[config.mk]
export PLATFORM = sky130hd
export DESIGN_NAME = reset_cause_unit
export DESIGN_NICKNAME = d
export VERILOG_FILES = /design/src/rtl/rcu_pkg.sv /design/src/rtl/rcu_sync.sv /design/src/rtl/rcu_hold_timer.sv /design/src/rtl/rcu_wake_flags.sv /design/src/rtl/reset_cause_unit.sv
export SDC_FILE = /design/constraint.sdc
export NUM_CORES = 1
export LEC_CHECK = 0
export ABC_CLOCK_PERIOD_IN_PS = 2300
export BUFFER_PORTS_ARGS = -buffer_cell sky130_fd_sc_hd__buf_4
export CAP_MARGIN = 20
export CORE_MARGIN = 2
export CORE_UTILIZATION = 47
export DETAILED_ROUTE_END_ITERATION = 7
export GPL_ROUTABILITY_DRIVEN = 0
export PLACE_DENSITY_LB_ADDON = 0.1
export RECOVER_POWER = 50
export SYNTH_ARGS = -nofsm -noshare
export SYNTH_HDL_FRONTEND = slang
export SYNTH_SLANG_ARGS = --single-unit
[constraint.sdc]
create_clock -name clk -period 2.3 [get_ports clk]
set_clock_uncertainty 0.15 [all_clocks]
set_input_delay 0.46 -clock clk [delete_from_list [all_inputs] [get_ports clk]]
set_output_delay 0.46 -clock clk [all_outputs]
set_load 0.01 [all_outputs]
[src/rtl/rcu_pkg.sv]
package rcu_pkg;
    typedef struct packed {
        logic por;
        logic lvd;
        logic wdog;
        logic clkloss;
        logic pin;
        logic wakeup;
    } cause_t;

    localparam int CAUSE_W = $bits(cause_t);
endpackage

[src/rtl/rcu_sync.sv]
module rcu_sync #(
    parameter int STAGES = 2
) (
    input  logic clk,
    input  logic rst_n,
    input  logic d,
    output logic q
);
    logic [STAGES-1:0] chain_d, chain_q;

    always_comb begin
        chain_d = {chain_q[STAGES-2:0], d};
    end

    always_ff @(posedge clk or negedge rst_n) begin
        if (!rst_n) chain_q <= '0;
        else        chain_q <= chain_d;
    end

    assign q = chain_q[STAGES-1];
endmodule

[src/rtl/rcu_hold_timer.sv]
module rcu_hold_timer #(
    parameter int HOLD = 16
) (
    input  logic clk,
    input  logic rst_n,
    input  logic req,
    output logic active
);
    localparam int CW = $clog2(HOLD + 1);

    typedef struct packed {
        logic [CW-1:0] cnt;
        logic          act;
    } hold_st_t;

    hold_st_t st_d, st_q;

    always_comb begin
        st_d = st_q;
        if (req)                st_d.cnt = CW'(HOLD);
        else if (st_q.cnt != 0) st_d.cnt = st_q.cnt - 1'b1;
        st_d.act = (st_d.cnt != 0);
    end

    always_ff @(posedge clk or negedge rst_n) begin
        if (!rst_n) begin
            st_q.cnt <= CW'(HOLD);
            st_q.act <= 1'b1;
        end else begin
            st_q <= st_d;
        end
    end

    assign active = st_q.act;
endmodule

[src/rtl/rcu_wake_flags.sv]
module rcu_wake_flags #(
    parameter int WAKE_W = 4
) (
    input  logic              clk,
    input  logic              rst_n,
    input  logic [WAKE_W-1:0] events,
    input  logic              low_power,
    input  logic [WAKE_W-1:0] clr,
    output logic [WAKE_W-1:0] flags
);
    logic [WAKE_W-1:0] flags_d, flags_q;

    always_comb begin
        for (int i = 0; i < WAKE_W; i++) begin
            flags_d[i] = (flags_q[i] & ~clr[i]) | (events[i] & low_power);
        end
    end

    always_ff @(posedge clk or negedge rst_n) begin
        if (!rst_n) flags_q <= '0;
        else        flags_q <= flags_d;
    end

    assign flags = flags_q;
endmodule

[src/rtl/reset_cause_unit.sv]
module reset_cause_unit
    import rcu_pkg::*;
#(
    parameter int WAKE_W      = 4,
    parameter int HOLD_CYCLES = 16,
    parameter int PIN_SYNC    = 2
) (
    input  logic              clk,
    input  logic              por_n,
    input  logic              supply_ok,
    input  logic              lv_rst_en,
    input  logic              wdog_expire,
    input  logic              clkmon_en,
    input  logic              clk_out_of_range,
    input  logic              ext_rst_pin,
    input  logic              low_power_active,
    input  logic [WAKE_W-1:0] wake_event,
    input  logic [WAKE_W-1:0] wake_flag_clr,
    output logic              sys_rst,
    output logic [CAUSE_W-1:0] cause,
    output logic [WAKE_W-1:0] wake_flags
);
    typedef struct packed {
        cause_t cause;
        logic   lv_hold;
    } top_st_t;

    top_st_t st_d, st_q;
    logic    pin_s;
    logic    rst_active;
    logic    lvd_now, lvd_req, wdog_req, clk_req, wake_req, any_req;
    cause_t  req_bits;

    rcu_sync #(.STAGES(PIN_SYNC)) u_pin_sync (
        .clk   (clk),
        .rst_n (por_n),
        .d     (ext_rst_pin),
        .q     (pin_s)
    );

    always_comb begin
        lvd_now  = lv_rst_en & ~supply_ok;
        lvd_req  = lvd_now | st_q.lv_hold;
        wdog_req = wdog_expire;
        clk_req  = clkmon_en & clk_out_of_range;
        wake_req = low_power_active & (|wake_event);
        any_req  = lvd_req | wdog_req | clk_req | pin_s | wake_req;

        req_bits.por     = 1'b0;
        req_bits.lvd     = lvd_req;
        req_bits.wdog    = wdog_req;
        req_bits.clkloss = clk_req;
        req_bits.pin     = pin_s;
        req_bits.wakeup  = low_power_active;

        st_d = st_q;
        if (lvd_now)         st_d.lv_hold = 1'b1;
        else if (supply_ok)  st_d.lv_hold = 1'b0;

        if (any_req) begin
            if (!rst_active) st_d.cause = req_bits;
            else             st_d.cause = st_q.cause | req_bits;
        end
    end

    always_ff @(posedge clk or negedge por_n) begin
        if (!por_n) begin
            st_q.cause         <= '0;
            st_q.cause.por     <= 1'b1;
            st_q.cause.lvd     <= 1'b1;
            st_q.lv_hold       <= 1'b0;
        end else begin
            st_q <= st_d;
        end
    end

    rcu_hold_timer #(.HOLD(HOLD_CYCLES)) u_hold (
        .clk    (clk),
        .rst_n  (por_n),
        .req    (any_req),
        .active (rst_active)
    );

    rcu_wake_flags #(.WAKE_W(WAKE_W)) u_wake (
        .clk       (clk),
        .rst_n     (por_n),
        .events    (wake_event),
        .low_power (low_power_active),
        .clr       (wake_flag_clr),
        .flags     (wake_flags)
    );

    assign sys_rst = rst_active;
    assign cause   = st_q.cause;
endmodule

# [Word-level counts from Yosys, hierarchy flattened]
# Cells that the tools add are included.
[totals] ff_bits=19 output_inout_bits=11
[classes] add_sub_neg=1 n_mux=5 n_bitwise=26 reduce_logical=4
[op_table] operator="1-bit bitwise AND" n=11
[op_table] operator="5-bit 2-to-1 mux" n=2
[op_table] operator="5-bit nonzero test" n=2
[op_table] operator="1-bit bitwise OR" n=9
[op_table] operator="6-bit 2-to-1 mux" n=1
[op_table] operator="6-bit by 5-bit bitwise OR with 6-bit output" n=1
[op_table] operator="1-bit inverter" n=5
[op_table] operator="5-bit by 1-bit subtractor with 5-bit output (second input constant)" n=1
[op_table] operator="4-bit OR reduction" n=1
[op_table] operator="1-bit 2-to-1 mux" n=2
[op_table] operator="2-bit nonzero test" n=1

# [Longest topological paths before layout]
[logic_depth] word_depth=9 mapped_depth=6 depth_no_buf=6

# [By module]
# A second synthesis with hierarchy kept.
[hier_totals] cells_unflattened=80 area_unflattened_um2=920.9
[by_module_without_submodules] module="reset_cause_unit" instances=1 cells_per_inst=31 area_per_inst_um2=359.1
[by_module_without_submodules] module="rcu_hold_timer" instances=1 cells_per_inst=31 area_per_inst_um2=346.6
[by_module_without_submodules] module="rcu_wake_flags" instances=1 cells_per_inst=16 area_per_inst_um2=165.2
[by_module_without_submodules] module="rcu_sync" instances=1 cells_per_inst=2 area_per_inst_um2=50.0

# [Least setup slack after synthesis]
# Ideal clock, no wire load.
[synth_path] path_type="in2reg" from="input wake_event[1]" to="register u_hold.st_q (netlist bit u_hold.active)" setup_ns=0.094 arrival_ns=1.791 t_required_ns=2.056 setup_slack_ns=0.265 cell_stages=3 n_path_buf=0 path_cell_list="o41a_1 > a2111o_1 > or4b_1"
[synth_lines] item="start, declared" line="reset_cause_unit.sv:17" rtl="input logic [WAKE_W-1:0] wake_event,"
[synth_lines] item="end signal, assigned" line="rcu_hold_timer.sv:30" rtl="st_q <= st_d;"
[synth_lines] item="end, declared" line="rcu_hold_timer.sv:16" rtl="hold_st_t st_d, st_q;"

==> reports/metrics.yaml <==
status:
  status: "finished clean"
global_routing:
  antenna_found_initial: 0
  grt_usage: 0.1401
  overflow: 0
  grt_pass1_wl_microns: 2007
  grt_max_degree: 20
  grt_pass1_vias: 472
logic_synthesis:
  ys_seq_area_frac: 0.5881
  synth_cells: 72
  ys_seq_elements: 19
  netlist_area_sq_um: 817.0
  synth_cell_types: 26
  synth_nets: 90
  yosysWarnings: 0
  synth_area_per_cell_sq_um: 11.35
route:
  vias_per_cell: 5.043
  dr.pass1.iters: 2
  routed_wl_microns: 1405
  vias: 585
  ant_nets: 0
  avgRoutedWirePerCell_microns: 12.11
  drc_errors: 0
  drtIter0Drc: 3
clock_network:
  cts-root-buf: "clkbuf_4"
  clock_latency_ns: 0.29
  clock-sinks: 19
  htree_levels: 1
  clk_pin_slew_ns: 0.11
  cts_tree: "built"
  clockBufferDepth: 2
  numCtsBuffers: 3
floorplan:
  dieArea_sq_mm: 0.002088
  die_h_microns: 45.70
  core_sq_mm: 0.001670
  rows: 15
  start_util: 0.4891
  boundaryPins: 28
  die_w_microns: 45.70
place:
  place_inst: 111
  dp_hpwl_microns: 1088
  dpl-instance-area_sq_mm: 0.001003
  port_buffers: 27
cells_and_area:
  final_cell_mix: "buf_4, dfrtp_1, inv_1"
  fill_cells: 125
  area_growth_pct: 26.95
  fin_util: 0.6210
  diodes: 0
  multiInputGateArea_sq_um: 261.5
  fin_nets: 118
  seq_area_sq_um: 480.5
  fin_cells: 116
  mostFrequentLayoutCell: "buf_4"
  final_area_sq_mm: 0.001037
  drive_gt1_frac: 0.3636
pwr:
  vdd_ir_drop_max_uv: 415.0
  leakagePower_nw: 0.4978
  powerDensity_mw_per_mm2: 568.3
timing:
  tns_ns: 0
  clock.fmax_ghz: 0.4654
  fin_crit_sh: 0.9342
  period_minus_slack_ns: 2.149
  timing.hold.ws_ns: 0.1371
  relSlewSlack: 0.3385
  worstMarginPinSlew_ns: 0.9922
  rsz0062_at_grt: "no"
  drv_slew: 0
  final-setup-viol-count: 0
  hold_viol: 0
critical_path:
  startpoint_type: "flop"
  ff2ff_path_depth: 6
  path_cells: "inv_1, ha_1, or3b_2, nor4_1, a41oi_1, or4b_1"
  worstPathRequired_ns: 2.37
  crit_slowest_cell: "or3b_2"
  crit_fanout: 5
  crit_type: "flop to flop"
  critical_path.max_stage_delay_ns: 0.48
  crit_arrival_ns: 2.22
  endpoint_kind: "flop"
worst_hold_path:
  hp-class: "input pin to flop"
  worstHoldPathCells: 1
flow_run:
  maxCapViolations: 0
==> final cells by class <==
type,instances,share of cell area
repair buffers,29,0.2087
inverters,8,0.02895
clock buffers,3,0.02171
well taps,17,0.02051
multi-input cells,39,0.2521
flip-flops and latches,19,0.4632
clock inverters,1,0.004825
==> Yosys cell counts <==
| cell | n | area share |
|---|---|---|
| a2111o_1 | 1 | 0.014 |
| a211o_1 | 1 | 0.011 |
| a211oi_1 | 1 | 0.0092 |
| a21o_1 | 2 | 0.018 |
| a21oi_1 | 1 | 0.0061 |
| a221o_1 | 1 | 0.012 |
| a22o_1 | 2 | 0.021 |
| a41oi_1 | 1 | 0.011 |
| and2_1 | 1 | 0.0077 |
| and2b_1 | 1 | 0.0092 |
| buf_4 | 6 | 0.055 |
| dfrtp_1 | 15 | 0.46 |
| dfstp_2 | 4 | 0.13 |
| ha_1 | 1 | 0.015 |
| inv_1 | 8 | 0.037 |
| mux2i_1 | 2 | 0.025 |
| nand2_1 | 5 | 0.023 |
| nand2b_1 | 3 | 0.023 |
| nor2_1 | 5 | 0.023 |
| nor3_1 | 1 | 0.0061 |
| nor4_1 | 1 | 0.0077 |
| o21ai_0 | 5 | 0.031 |
| o41a_1 | 1 | 0.014 |
| or3b_2 | 1 | 0.011 |
| or4b_1 | 1 | 0.012 |
| xnor2_1 | 1 | 0.011 |
==> per-layer routing <==
metal	track usage	routed length [microns]	part of all wire	vias to the layer above
li1	-	-	-	300
met1	0.1825	678	0.48	268
met2	0.2056	634	0.45	15
met3	0.03968	81	0.058	2
met4	0.08571	10	0.0071	0
met5	0	0	0	-
==> metrics by stage <==
stage | setup WS [ns] | power [mW]
2_1_floorplan | 0.2647 | 0.3876
3_3_place_gp | 0.1474 | 0.4333
3_5_place_dp | 0.1135 | 0.4341
4_1_cts | 0.1510 | 0.6031
5_1_grt | 0.04663 | 0.6281
6_report | 0.1513 | 0.5894
==> power breakdown <==
group	leakage [nW]	switching [mW]	internal, mW
sequential	0.216	0.00727	0.346
clock	0.0177	0.0977	0.0646
combinational	0.264	0.0332	0.0401
total	0.498	0.138	0.451
==> flip-flops by register name (all words and copies together), names as in the netlist <==
signal and flops:
u_hold.st_q 5, cause 6, u_pin_sync.chain_q 2, u_hold.active 1, u_wake.flags 4, st_q 1
==> worst paths after layout <==
path	startpoint	end	slack (ns)
max reg2reg	u_hold.st_q[1]	u_hold.active	0.15
min reg2reg	u_pin_sync.chain_q[0]	u_pin_sync.chain_q[1]	0.21
min	ext_rst_pin	u_pin_sync.chain_q[0]	0.14
min in group asynchronous	por_n	cause[3]	0.68
max	u_hold.st_q[1]	u_hold.active	0.15
max in group asynchronous	por_n	u_hold.st_q[1]	0.71
==> critical path: cells and delay by family (launching register included) <==
family	cells	cell delay, ns
simple gates	3	1.15
buf+inv	1	0.08
compound gates	1	0.07
fa+ha+maj	1	0.21
flops	1	0.44
==> repair_timing <==
item                      CTS  global route
hold buffers                1             0
buffers inserted            0             0
hold endpoints to repair   15             0
gates resized for setup     0             0
==> cell families (layout without fill, tap and decap cells) <==
group,after synthesis,count (layout),share of synthesized area
flip-flops,19,19,0.5881
multiplexers,2,2,0.02450
AO/OA/AOI/OAI,16,16,0.1470
buffers and inverters,14,41,0.09188
XOR/XNOR,1,1,0.01072
adder cells (fa/ha/maj),1,1,0.01531
AND/OR/NAND/NOR,19,19,0.1225
(Power assumes the default switching activity.)
